`src/rtl/sgdma_pkg.sv`:
```
package sgdma_pkg;
  localparam logic [3:0] OFF_TIMING  = 4'd0;
  localparam logic [3:0] OFF_TBL_LO  = 4'd1;
  localparam logic [3:0] OFF_TBL_HI  = 4'd2;
  localparam logic [3:0] OFF_CUR_LO  = 4'd3;
  localparam logic [3:0] OFF_CUR_HI  = 4'd4;
  localparam logic [3:0] OFF_DEV_CNT = 4'd5;
  localparam logic [3:0] OFF_MEM_CNT = 4'd6;
  localparam logic [3:0] OFF_CTRL    = 4'd7;
  localparam logic [3:0] OFF_END     = 4'd8;

  localparam int unsigned CB_START = 0;
  localparam int unsigned CB_STOP  = 1;
  localparam int unsigned CB_DIR   = 2;
  localparam int unsigned CB_ACT   = 3;
  localparam int unsigned CB_ERR   = 4;

  typedef enum logic [2:0] {
    ST_IDLE, ST_FETCH, ST_RX, ST_WR, ST_RD, ST_TX, ST_FLAG
  } state_e;

  function automatic logic [31:0] bswap(input logic [31:0] w);
    return {w[7:0], w[15:8], w[23:16], w[31:24]};
  endfunction
endpackage

```
`src/rtl/sgdma_bcnt.sv`:
```
module sgdma_bcnt #(
  parameter int unsigned CNT_W = 32
) (
  input  logic             clk_i,
  input  logic             rst_ni,
  input  logic             clr_i,
  input  logic             inc_i,
  input  logic [2:0]       step_i,
  output logic [CNT_W-1:0] cnt_o
);
  always_ff @(posedge clk_i or negedge rst_ni) begin
    if (!rst_ni)    cnt_o <= '0;
    else if (clr_i) cnt_o <= '0;
    else if (inc_i) cnt_o <= cnt_o + CNT_W'(step_i);
  end
endmodule

```
`src/rtl/sgdma_regs.sv`:
```
module sgdma_regs
  import sgdma_pkg::*;
#(
  parameter int unsigned CNT_W = 32
) (
  input  logic             clk_i,
  input  logic             rst_ni,
  input  logic             we_i,
  input  logic [3:0]       addr_i,
  input  logic [31:0]      wdata_i,
  output logic [31:0]      rdata_o,
  input  logic             active_i,
  input  logic             err_i,
  input  logic [31:0]      cur_addr_i,
  input  logic [CNT_W-1:0] dev_cnt_i,
  input  logic [CNT_W-1:0] mem_cnt_i,
  output logic [31:0]      tbl_ptr_o,
  output logic [31:0]      end_addr_o,
  output logic             dir_o,
  output logic             start_o,
  output logic             stop_req_o
);
  logic [31:0] timing_q, tbl_hi_q;
  logic        ctrl_wr;

  assign ctrl_wr = we_i && (addr_i == OFF_CTRL);
  // stop in the same write wins over start
  assign start_o = ctrl_wr && wdata_i[CB_START] && !wdata_i[CB_STOP];

  always_ff @(posedge clk_i or negedge rst_ni) begin
    if (!rst_ni) begin
      timing_q   <= '0;
      tbl_ptr_o  <= '0;
      tbl_hi_q   <= '0;
      end_addr_o <= '0;
      dir_o      <= 1'b0;
      stop_req_o <= 1'b0;
    end else begin
      if (we_i) begin
        unique case (addr_i)
          OFF_TIMING: timing_q   <= wdata_i;
          OFF_TBL_LO: tbl_ptr_o  <= wdata_i;
          OFF_TBL_HI: tbl_hi_q   <= wdata_i;
          OFF_END:    end_addr_o <= wdata_i;
          default: ;
        endcase
      end
      if (ctrl_wr && !active_i) dir_o <= wdata_i[CB_DIR];
      // held until the engine is seen idle
      if (ctrl_wr && wdata_i[CB_STOP]) stop_req_o <= 1'b1;
      else if (!active_i)              stop_req_o <= 1'b0;
    end
  end

  always_comb begin
    rdata_o = '0;
    unique case (addr_i)
      OFF_TIMING:  rdata_o = timing_q;
      OFF_TBL_LO:  rdata_o = tbl_ptr_o;
      OFF_TBL_HI:  rdata_o = tbl_hi_q;
      OFF_CUR_LO:  rdata_o = cur_addr_i;
      OFF_CUR_HI:  rdata_o = '0;
      OFF_DEV_CNT: rdata_o = 32'(dev_cnt_i);
      OFF_MEM_CNT: rdata_o = 32'(mem_cnt_i);
      OFF_END:     rdata_o = end_addr_o;
      OFF_CTRL: begin
        rdata_o[CB_STOP] = stop_req_o;
        rdata_o[CB_DIR]  = dir_o;
        rdata_o[CB_ACT]  = active_i;
        rdata_o[CB_ERR]  = err_i;
      end
      default: rdata_o = '0;
    endcase
  end
endmodule

```
`src/rtl/sgdma_fsm.sv`:
```
module sgdma_fsm
  import sgdma_pkg::*;
#(
  parameter int unsigned LEN_W     = 16,
  parameter int unsigned END_WORDS = 32
) (
  input  logic        clk_i,
  input  logic        rst_ni,
  input  logic        start_i,
  input  logic        stop_i,
  input  logic        dir_i,
  input  logic [31:0] tbl_ptr_i,
  input  logic [31:0] end_addr_i,
  output logic        mem_req_o,
  output logic        mem_we_o,
  output logic [31:0] mem_addr_o,
  output logic [31:0] mem_wdata_o,
  input  logic        mem_ack_i,
  input  logic        mem_err_i,
  input  logic [31:0] mem_rdata_i,
  input  logic        rx_valid_i,
  input  logic [31:0] rx_data_i,
  output logic        rx_ready_o,
  output logic        tx_valid_o,
  output logic [31:0] tx_data_o,
  input  logic        tx_ready_i,
  output logic        active_o,
  output logic        err_o,
  output logic [31:0] cur_addr_o,
  output logic        cnt_clr_o,
  output logic        dev_inc_o,
  output logic        mem_inc_o,
  output logic [2:0]  step_o
);
  localparam int unsigned REM_W = LEN_W + 1;
  localparam int unsigned EW    = (END_WORDS > 1) ? $clog2(END_WORDS) : 1;

  state_e           state_q;
  logic [31:0]      dptr_q, buf_q;
  logic [1:0]       wi_q;
  logic [EW-1:0]    fidx_q;
  logic [REM_W-1:0] rem_q;
  logic             eol_q;

  logic [31:0] desc_w;
  logic        mem_ok, mem_bad, last, rx_hs, tx_hs, start_ok;
  state_e      after_word;
  logic        unused_desc;

  assign desc_w      = bswap(mem_rdata_i);
  assign unused_desc = ^desc_w[30:LEN_W];

  always_comb begin
    mem_req_o   = 1'b0;
    mem_we_o    = 1'b0;
    mem_addr_o  = cur_addr_o;
    mem_wdata_o = buf_q;
    unique case (state_q)
      ST_FETCH: begin
        mem_req_o  = 1'b1;
        mem_addr_o = dptr_q + 32'({wi_q, 2'b00});
      end
      ST_WR: begin
        mem_req_o = 1'b1;
        mem_we_o  = 1'b1;
      end
      ST_RD: mem_req_o = 1'b1;
      ST_FLAG: begin
        mem_req_o   = 1'b1;
        mem_we_o    = 1'b1;
        mem_addr_o  = end_addr_i + 32'({fidx_q, 2'b00});
        mem_wdata_o = '1;
      end
      default: ;
    endcase
  end

  assign mem_ok     = mem_req_o && mem_ack_i && !mem_err_i;
  assign mem_bad    = mem_req_o && mem_err_i;
  assign last       = (rem_q <= REM_W'(4));
  assign step_o     = last ? rem_q[2:0] : 3'd4;
  assign rx_ready_o = (state_q == ST_RX) && !stop_i;
  assign tx_valid_o = (state_q == ST_TX) && !stop_i;
  assign tx_data_o  = buf_q;
  assign rx_hs      = rx_ready_o && rx_valid_i;
  assign tx_hs      = tx_valid_o && tx_ready_i;
  assign dev_inc_o  = rx_hs || tx_hs;
  assign mem_inc_o  = mem_ok && ((state_q == ST_WR) || (state_q == ST_RD));
  assign start_ok   = (state_q == ST_IDLE) && start_i && !err_o && !stop_i;
  assign cnt_clr_o  = start_ok;
  assign active_o   = (state_q != ST_IDLE);
  assign after_word = last ? (eol_q ? ST_FLAG : ST_FETCH) : (dir_i ? ST_RX : ST_RD);

  always_ff @(posedge clk_i or negedge rst_ni) begin
    if (!rst_ni) begin
      state_q    <= ST_IDLE;
      dptr_q     <= '0;
      buf_q      <= '0;
      wi_q       <= '0;
      fidx_q     <= '0;
      rem_q      <= '0;
      eol_q      <= 1'b0;
      err_o      <= 1'b0;
      cur_addr_o <= '0;
    end else begin
      unique case (state_q)
        ST_IDLE: begin
          if (stop_i) err_o <= 1'b0;
          if (start_ok) begin
            dptr_q  <= tbl_ptr_i;
            wi_q    <= '0;
            state_q <= ST_FETCH;
          end
        end
        ST_FETCH: begin
          if (mem_bad) begin
            err_o   <= 1'b1;
            state_q <= ST_IDLE;
          end else if (mem_ok) begin
            wi_q <= wi_q + 2'd1;
            if (wi_q == 2'd1) cur_addr_o <= desc_w;
            if (wi_q == 2'd3) begin
              rem_q  <= (desc_w[LEN_W-1:0] == '0) ? REM_W'(1) << LEN_W
                                                  : REM_W'(desc_w[LEN_W-1:0]);
              eol_q  <= desc_w[31];
              dptr_q <= dptr_q + 32'd16;
            end
            if (stop_i)              state_q <= ST_IDLE;
            else if (wi_q == 2'd3)   state_q <= dir_i ? ST_RX : ST_RD;
          end
        end
        ST_RX: begin
          if (stop_i) state_q <= ST_IDLE;
          else if (rx_hs) begin
            buf_q   <= rx_data_i;
            state_q <= ST_WR;
          end
        end
        ST_RD: begin
          if (mem_bad) begin
            err_o   <= 1'b1;
            state_q <= ST_IDLE;
          end else if (mem_ok) begin
            buf_q   <= mem_rdata_i;
            state_q <= stop_i ? ST_IDLE : ST_TX;
          end
        end
        ST_WR, ST_TX: begin
          if (mem_bad) begin
            err_o   <= 1'b1;
            state_q <= ST_IDLE;
          end else if ((state_q == ST_TX) && stop_i) begin
            state_q <= ST_IDLE;
          end else if (mem_ok || tx_hs) begin
            cur_addr_o <= cur_addr_o + 32'd4;
            rem_q      <= rem_q - REM_W'(step_o);
            wi_q       <= '0;
            fidx_q     <= '0;
            state_q    <= stop_i ? ST_IDLE : after_word;
          end
        end
        ST_FLAG: begin
          if (mem_bad) begin
            err_o   <= 1'b1;
            state_q <= ST_IDLE;
          end else if (mem_ok) begin
            fidx_q <= fidx_q + EW'(1);
            if (stop_i || (fidx_q == EW'(END_WORDS - 1))) state_q <= ST_IDLE;
          end
        end
        default: state_q <= ST_IDLE;
      endcase
    end
  end
endmodule

```
`src/rtl/sgdma_engine.sv`:
```
module sgdma_engine
  import sgdma_pkg::*;
#(
  parameter int unsigned LEN_W     = 16,
  parameter int unsigned END_WORDS = 32,
  parameter int unsigned CNT_W     = 32
) (
  input  logic        clk_i,
  input  logic        rst_ni,
  input  logic        reg_we_i,
  input  logic [3:0]  reg_addr_i,
  input  logic [31:0] reg_wdata_i,
  output logic [31:0] reg_rdata_o,
  output logic        mem_req_o,
  output logic        mem_we_o,
  output logic [31:0] mem_addr_o,
  output logic [31:0] mem_wdata_o,
  input  logic        mem_ack_i,
  input  logic        mem_err_i,
  input  logic [31:0] mem_rdata_i,
  input  logic        rx_valid_i,
  input  logic [31:0] rx_data_i,
  output logic        rx_ready_o,
  output logic        tx_valid_o,
  output logic [31:0] tx_data_o,
  input  logic        tx_ready_i
);
  logic             active, err, stop_req, start, dir, cnt_clr;
  logic [31:0]      tbl_ptr, end_addr, cur_addr;
  logic [2:0]       step;
  logic [1:0]       inc;
  logic [CNT_W-1:0] cnt [2];

  sgdma_regs #(.CNT_W(CNT_W)) u_regs (
    .clk_i, .rst_ni,
    .we_i       (reg_we_i),
    .addr_i     (reg_addr_i),
    .wdata_i    (reg_wdata_i),
    .rdata_o    (reg_rdata_o),
    .active_i   (active),
    .err_i      (err),
    .cur_addr_i (cur_addr),
    .dev_cnt_i  (cnt[0]),
    .mem_cnt_i  (cnt[1]),
    .tbl_ptr_o  (tbl_ptr),
    .end_addr_o (end_addr),
    .dir_o      (dir),
    .start_o    (start),
    .stop_req_o (stop_req)
  );

  sgdma_fsm #(.LEN_W(LEN_W), .END_WORDS(END_WORDS)) u_fsm (
    .clk_i, .rst_ni,
    .start_i    (start),
    .stop_i     (stop_req),
    .dir_i      (dir),
    .tbl_ptr_i  (tbl_ptr),
    .end_addr_i (end_addr),
    .mem_req_o, .mem_we_o, .mem_addr_o, .mem_wdata_o,
    .mem_ack_i, .mem_err_i, .mem_rdata_i,
    .rx_valid_i, .rx_data_i, .rx_ready_o,
    .tx_valid_o, .tx_data_o, .tx_ready_i,
    .active_o   (active),
    .err_o      (err),
    .cur_addr_o (cur_addr),
    .cnt_clr_o  (cnt_clr),
    .dev_inc_o  (inc[0]),
    .mem_inc_o  (inc[1]),
    .step_o     (step)
  );

  // index 0: device side, index 1: memory side
  for (genvar g = 0; g < 2; g++) begin : g_cnt
    sgdma_bcnt #(.CNT_W(CNT_W)) u_cnt (
      .clk_i, .rst_ni,
      .clr_i  (cnt_clr),
      .inc_i  (inc[g]),
      .step_i (step),
      .cnt_o  (cnt[g])
    );
  end
endmodule

```
`config.mk`:
```
export PLATFORM = sky130hd
export DESIGN_NAME = sgdma_engine
export DESIGN_NICKNAME = d
export VERILOG_FILES = /design/src/rtl/sgdma_pkg.sv /design/src/rtl/sgdma_bcnt.sv /design/src/rtl/sgdma_regs.sv /design/src/rtl/sgdma_fsm.sv /design/src/rtl/sgdma_engine.sv
export SDC_FILE = /design/constraint.sdc
export NUM_CORES = 1
export LEC_CHECK = 0
export BUFFER_PORTS_ARGS = -buffer_cell sky130_fd_sc_hd__buf_2
export CAP_MARGIN = 20
export CORE_MARGIN = 2
export CORE_UTILIZATION = 54
export DETAILED_ROUTE_END_ITERATION = 7
export PLACE_DENSITY = 0.82
export SYNTH_ARGS = -nofsm -noshare
export SYNTH_HDL_FRONTEND = slang
export SYNTH_HIERARCHICAL = 1
export SYNTH_SLANG_ARGS = --single-unit
```
`constraint.sdc`:
```
create_clock -name clk_i -period 3.4 [get_ports clk_i]
set_clock_uncertainty 0.15 [all_clocks]
set_input_delay 0.51 -clock clk_i [delete_from_list [all_inputs] [get_ports clk_i]]
set_output_delay 0.51 -clock clk_i [all_outputs]
set_load 0.005 [all_outputs]
```
### After elaboration in Yosys (flattened, before gate mapping)

Cells that the tools add are included.

| operators by class | value |
|---|---|
| reductions and logical operators | 55 |
| bitwise logic cells | 1 |
| equality and inequality tests | 40 |
| $lt $le $gt $ge | 1 |
| multiplexer cells | 76 |
| add/subtract/negate cells | 9 |

Operator list:

| cell | count |
|---|---|
| $mux 32 | 19 |
| $pmux 32 s2 | 4 |
| $pmux 27 s7 | 1 |
| $mux 17 | 7 |
| $add 32x3->32 | 2 |
| $mux 3 | 21 |
| $pmux 17 s2 | 1 |
| $add 32x3->32 const B | 1 |
| $add 32x4->32 | 1 |
| $add 32x5->32 const B | 1 |
| $add 32x7->32 | 1 |
| $pmux 4 s8 | 1 |
| $mux 5 | 5 |
| $reduce_and 7->1 | 3 |
| $ne 2x2->1 const B | 9 |
| $pmux 3 s6 | 1 |
| $le 17x3->1 const B | 1 |
| $logic_and 1x1->1 | 17 |
| $sub 17x3->17 | 1 |
| $logic_not 16->1 | 1 |
| $ne 2x1->1 const B | 8 |
| $reduce_bool 2->1 | 7 |
| $eq 4x3->1 const B | 3 |
| $mux 2 | 6 |
| 35 further kinds | 60 |

| word-level totals | value |
|---|---|
| register bits after elaboration | 319 |
| word-level logic and storage cells | 199 |
| input port bits | 107 |
| output and inout bits | 132 |

### Depth between registers and ports, before layout

| logic depth | value |
|---|---|
| depth in word-level cells | 10 |
| depth in mapped cells | 13 |
| gate-level depth less buffers | 12 |

### Hierarchy

Netlist, hierarchy kept.

By module, submodules not included:

| module | cells each | instances | sequential area each (um^2) | area an instance (um^2) |
|---|---|---|---|---|
| sgdma_fsm | 1164 | 1 | 3128.0 | 9187.6 |
| sgdma_regs | 502 | 1 | 3253.1 | 6581.3 |
| sgdma_bcnt | 196 | 2 | 800.8 | 1814.2 |

### Worst setup path after synthesis

Ideal clock, no wire load.

| timing path | value |
|---|---|
| path type | flip-flop to flip-flop |
| start | register u_fsm.rem_q[2] |
| end | register g_cnt[1].u_cnt.cnt_o[24] |
| required time | 3125 ps |
| stages on the path, launching flop included | 13 |
| library setup time | 125 ps |
| data arrival time | 3314 ps |
| slack | -189 ps |
| buffers on the path | 2 |
| clock period less this slack | 3589 ps |
| cell sequence | dfrtp_1 -> clkbuf_1 -> or4_1 -> nor3_1 -> and3_1 -> ha_1 -> inv_1 -> fa_1 -> nor2b_1 -> o211ai_1 -> clkbuf_1 -> nor4_1 -> mux2_2 |

| on the way | value |
|---|---|
| cells in the longest elaborated chain, start to end | 5 |

RTL lines:

| what | line | source |
|---|---|---|
| from (decl) | sgdma_fsm.sv:42 | `logic [REM_W-1:0] rem_q;` |
| from (signal assigned) | sgdma_fsm.sv:123 | `rem_q <= (desc_w[LEN_W-1:0] == '0) ? REM_W'(1) << LEN_W` |
| from (signal assigned) | sgdma_fsm.sv:156 | `rem_q <= rem_q - REM_W'(step_o);` |
| $le 17x3->1 | sgdma_fsm.sv:80 | `assign last = (rem_q <= REM_W'(4));` |
| $mux 3 | sgdma_fsm.sv:81 | `assign step_o = last ? rem_q[2:0] : 3'd4;` |
| via step[0] | sgdma_engine.sv:30 | `logic [2:0] step;` |
| $add 32x3->32 | sgdma_bcnt.sv:14 | `else if (inc_i) cnt_o <= cnt_o + CNT_W'(step_i);` |
| $mux 32 | sgdma_bcnt.sv:14 |  |
| $mux 32 | sgdma_bcnt.sv:13 | `else if (clr_i) cnt_o <= '0;` |
| to (signal assigned) | sgdma_bcnt.sv:14 |  |
| to (decl) | sgdma_bcnt.sv:9 | `output logic [CNT_W-1:0] cnt_o` |

The timed path passes the listed nets, and every way through them passes these cells. The select of a mux whose other input is x is not followed.
A chain may end at the register's enable or synchronous reset.

### Worst setup path after layout

| timing path | value |
|---|---|
| start | register u_fsm.fidx_q[0] |
| end | output port mem_addr_o[26] |

| on the way | value |
|---|---|
| cells in the longest elaborated chain, start to end | 2 |

RTL lines:

| what | line | source |
|---|---|---|
| from (decl) | sgdma_fsm.sv:41 | `logic [EW-1:0] fidx_q;` |
| from (signal assigned) | sgdma_fsm.sv:167 | `fidx_q <= fidx_q + EW'(1);` |
| $add 32x7->32 | sgdma_fsm.sv:71 | `mem_addr_o = end_addr_i + 32'({fidx_q, 2'b00});` |
| $pmux 32 s2 | sgdma_fsm.sv:58 | `unique case (state_q)` |
| to (decl) | sgdma_engine.sv:16 | `output logic [31:0] mem_addr_o,` |

Every way passes these cells.

==> results <==
- Synthesis inferred approximately 320 register bits.
- The initial core utilization is 0.547.
- The count of port buffers added during placement is about 240.
- The initial antenna violation count is 1.
- The count of TritonRoute iterations in the first routing pass is 6.
- The number of ports placed on the die boundary is approximately 240.
- The type of element capturing the critical path is an output pin.
- The most used flip-flop cell after synthesis is dfrtp_1.
- For this run, the top clock speed supported by timing is 284 MHz.
- The maximum buffer depth of the clock tree is 3.
- The signal arrival time at the worst endpoint is between 2000 and 3000 ps.
- Prior to clock tree synthesis, the placed netlist has a worst setup slack of -66.3 ps.
- The number of DRC markers in iteration 0 is about 2600.
- The static leakage is 0.00994 uW.
- For this run, the register share of the synthesized area comes to 0.412.
- The count of final max-slew check failures is 0.
- The final routed DRC violation total is 0.
- For the pin with the worst max-slew slack, the measured transition is between 1000 and 1500 ps.
- The net count of the finished layout is 2441.
- For this design the ratio of total power to cell area is 715 nW/um2.
- The clock period minus final worst setup slack is around 3500 ps.
- The number of routed nets with antenna violations is 0.
- The layout overhead on the synthesized area is 20.9%.
- Counting instances, the worst hold path has a depth of 2.
- In this run the tightest slew margin relative to its limit is 0.270.
- The number of sinks handled by clock tree synthesis is 319.
- In this run the vertical extent of the chip is 194 um.
- The launch point of the worst reg-to-reg path is u_fsm/rem_q[3].
- The share of cells above drive strength 1 is 0.309.
- A synthesized cell averages 9.43 um2.
- Of all flip-flops after synthesis, the portion carrying an async set or reset was 1.00.
- After layout, the worst setup slack is -122 ps.
- The number of fillers in the final layout is roughly 2700.
- The congestion estimate from routability-driven global placement came to 1.02.
- The flow ran to the end, but the final reports show violations.
- Row generation in the floorplan step produced between 60 and 70 rows.
- The cell count after synthesis is between 2000 and 2500.
- Setup repair after global routing could not meet its margin everywhere.
- The net count after synthesis is between 2000 and 2500.
- The total power consumption of the routed design is 16800 uW.
- The depth of the CTS H-tree is 2.
- The number of cells traversed by the worst register-to-register path is 11.
- In the global route stage, overall resource usage came out at 0.370.
- The first global-routing pass estimated 109000 um of wire.
- The number of flops mapped to enable cells by yosys is 0.
- The checks that failed: negative setup slack.
- The number of violations of the max-capacitance limit is 0.
- The HPWL reported at the end of detailed placement is ~50000 um.
- Leaving out fill and tap cells, the most frequent cells in the layout are 308 x dfrtp_1, 238 x buf_2, 177 x nor2_1, 177 x mux2_2, 154 x a21oi_1.
- After clock tree synthesis, the clock-pin slew on the worst setup and hold paths is 60 ps.
- The die covers 37500 um2.
- The setup violation total in the final timing report is 12.
- The post-route cell area is 23400 um2.
- For hold timing, the worst endpoint is u_regs/timing_q[31].
- The average wire length per cell after detail routing is 25.5 um.
- The TritonCTS buffer count is 37.
- The count of distinct cell types in the synthesized netlist is a little under 90.
- The required time at the worst-slack endpoint is around 2700 ps.
- The yosys synthesis warning count is 6.
- In this run the critical register-to-register path is captured at g_cnt[0].u_cnt/cnt_o[16].
- The most common cell after layout, fill and taps aside is dfrtp_1.
- The tree is rooted in a clkbuf_16.
- TritonCTS built the clock tree.
- By startpoint and endpoint, the worst setup path is classified as flip-flop to output pin.
- Of all nets on the critical path, the largest fanout is 5.
- The maximum resistive drop on vdd is about 600 uV.
- The final-report hold violation count is 0.
- The standard cell core area is 35500 um2.
- The via count of the first global-routing pass was 18300.
- For the worst-skew pair, the clock arrives at the later sink with an insertion delay of around 520 ps.
- The setup slack of the most critical reg-to-reg path is 0 ps.
- Dividing the final minimum period by the clock period gives 1.04.
- The worst setup path is launched from a flip-flop.
- The type of the tightest min-delay check is input pin to flip-flop.
- The via total after detailed routing is 19000.
- The number of diodes is 0.
- Entering global routing, the biggest net connects 84 pins.
- The routed wire length is slightly above 70000 um.
- The standard cell area after detailed placement is 21500 um2.
- The synthesized netlist occupies a cell area of 19400 um2.
- The worst hold path begins at reg_wdata_i[31].
- The width of the die is between 150 and 200 um.
- After detailed routing, the number of vias per cell comes to a little under 7.
- After global routing the overflow that remains totals 0.
[through the flow]
stage | instances | hold WS, ps | TNS (ps) | util
after global routing | 2796 | 122 | -1690 | 0.661
after floorplan | 2058 | 64.4 | 0 | -
after detailed placement | 2708 | 317 | -233 | 0.606
final | 2796 | 121 | -596 | 0.661
after CTS | 2790 | 111 | -102 | 0.649
after global placement | 2708 | 314 | 0 | 0.606
[flip-flops by register name, summed over array words and instances, names as in the netlist, 5 cells and up]
name               cells
u_regs/tbl_hi_q       32
u_fsm/fidx_q           5
u_fsm/tx_data_o       32
u_fsm/dptr_q          32
u_regs/end_addr_o     32
u_fsm/cur_addr_o      32
u_regs/tbl_ptr_o      32
u_regs/timing_q       32
g_cnt.u_cnt/cnt_o     64
u_fsm/rem_q           17
[repair_timing]
action,in CTS,in global routing
cloned,2,0
pin swaps,12,23
endpoints found under the hold margin,76,0
setup endpoints to repair,31,91
hold buffers,1,0
buffers inserted,15,6
resized for setup,43,74
[area by class of cell]
cell class                      count  area, um2  area share
Clock inverter                     13        143     0.00608
Clock buffer                       51       1050      0.0447
Multi-Input combinational cell   1556      11200       0.479
Inverter                           35        131     0.00560
Tap cell                          461        577      0.0246
Sequential cell                   319       8000       0.341
Timing Repair Buffer              361       2330      0.0992
[how the worst max path moves through the flow]
stage	from	end	cells after the start
6_report	u_fsm/fidx_q[0]	mem_addr_o[26]	10
4_1_cts	u_fsm/fidx_q[0]	mem_addr_o[26]	10
2_1_floorplan	u_fsm/rem_q[2]	g_cnt[0].u_cnt/cnt_o[24]	12
3_3_place_gp	u_fsm/rem_q[3]	g_cnt[0].u_cnt/cnt_o[20]	11
5_1_grt	u_fsm/fidx_q[0]	mem_addr_o[26]	10
3_5_place_dp	u_fsm/rem_q[3]	g_cnt[1].u_cnt/cnt_o[20]	11
[where the power goes]
| group | leakage (uW) | switching [uW] | internal, uW |
|---|---|---|---|
| combinational | 0.00541 | 3570 | 2850 |
| clock | 0.000592 | 1610 | 2380 |
| sequential | 0.00393 | 1510 | 4850 |
[worst max-delay path, cell delays in order (launching register included)]
cell	delay, ps
dfrtp_1	420
ha_4	180
fa_2	340
a21o_1	180
a211o_1	300
nand2_4	180
buf_6	150
nor4_2	60
xnor2_1	200
o221ai_1	160
buf_2	180
[layer usage]
layer	wire [um]	vias up	global-route usage
li1	-	8159	-
met1	26800	9242	0.476
met2	32100	1274	0.578
met3	7690	286	0.0877
met4	4630	0	0.206
met5	0	-	0
[cells by family after synthesis]
family,share of synthesized area
buffers and inverters,0.0405
other,0.000193
and+or+nand+nor,0.179
DFF,0.412
xor gates and xnor gates,0.0316
adders and majority gates,0.0170
muxes,0.125
AOI/OAI and AO/OA,0.196
[Yosys cell counts (5+ instances only)]
cell type  instances  share of area
dfrtp_1          319           0.41
nor2_1           183          0.035
mux2_2           182           0.11
a21oi_1          163          0.042
nand2_1          141          0.027
a22oi_1          112          0.043
o21ai_0           96          0.025
clkbuf_1          77          0.015
nand3_1           62          0.016
buf_2             61          0.016
xnor2_1           45          0.020
o221ai_1          42          0.019
nand2b_1          39          0.013
mux2i_1           37          0.019
nand4_1           36          0.012
inv_1             34         0.0066
nor3_1            27         0.0070
and3_1            26         0.0084
nor2b_1           26         0.0084
nor4_1            25         0.0081
xor2_1            25          0.011
or4_1             21         0.0081
ha_1              20          0.013
o31ai_1           18         0.0070
o22ai_1           17         0.0055
o22a_1            16         0.0072
or3_1             16         0.0052
a31oi_1           14         0.0045
o21a_1            11         0.0043
and2_1            10         0.0032
and4_1             9         0.0041
a211oi_1           8         0.0031
a21o_1             7         0.0027
o2111ai_1          7         0.0032
buf_4              6         0.0023
o41ai_1            6         0.0027
a22o_1             5         0.0023
a41oi_1            5         0.0023
o2bb2a_1           5         0.0026
o2bb2ai_1          5         0.0023
(Power assumes the default switching activity.)
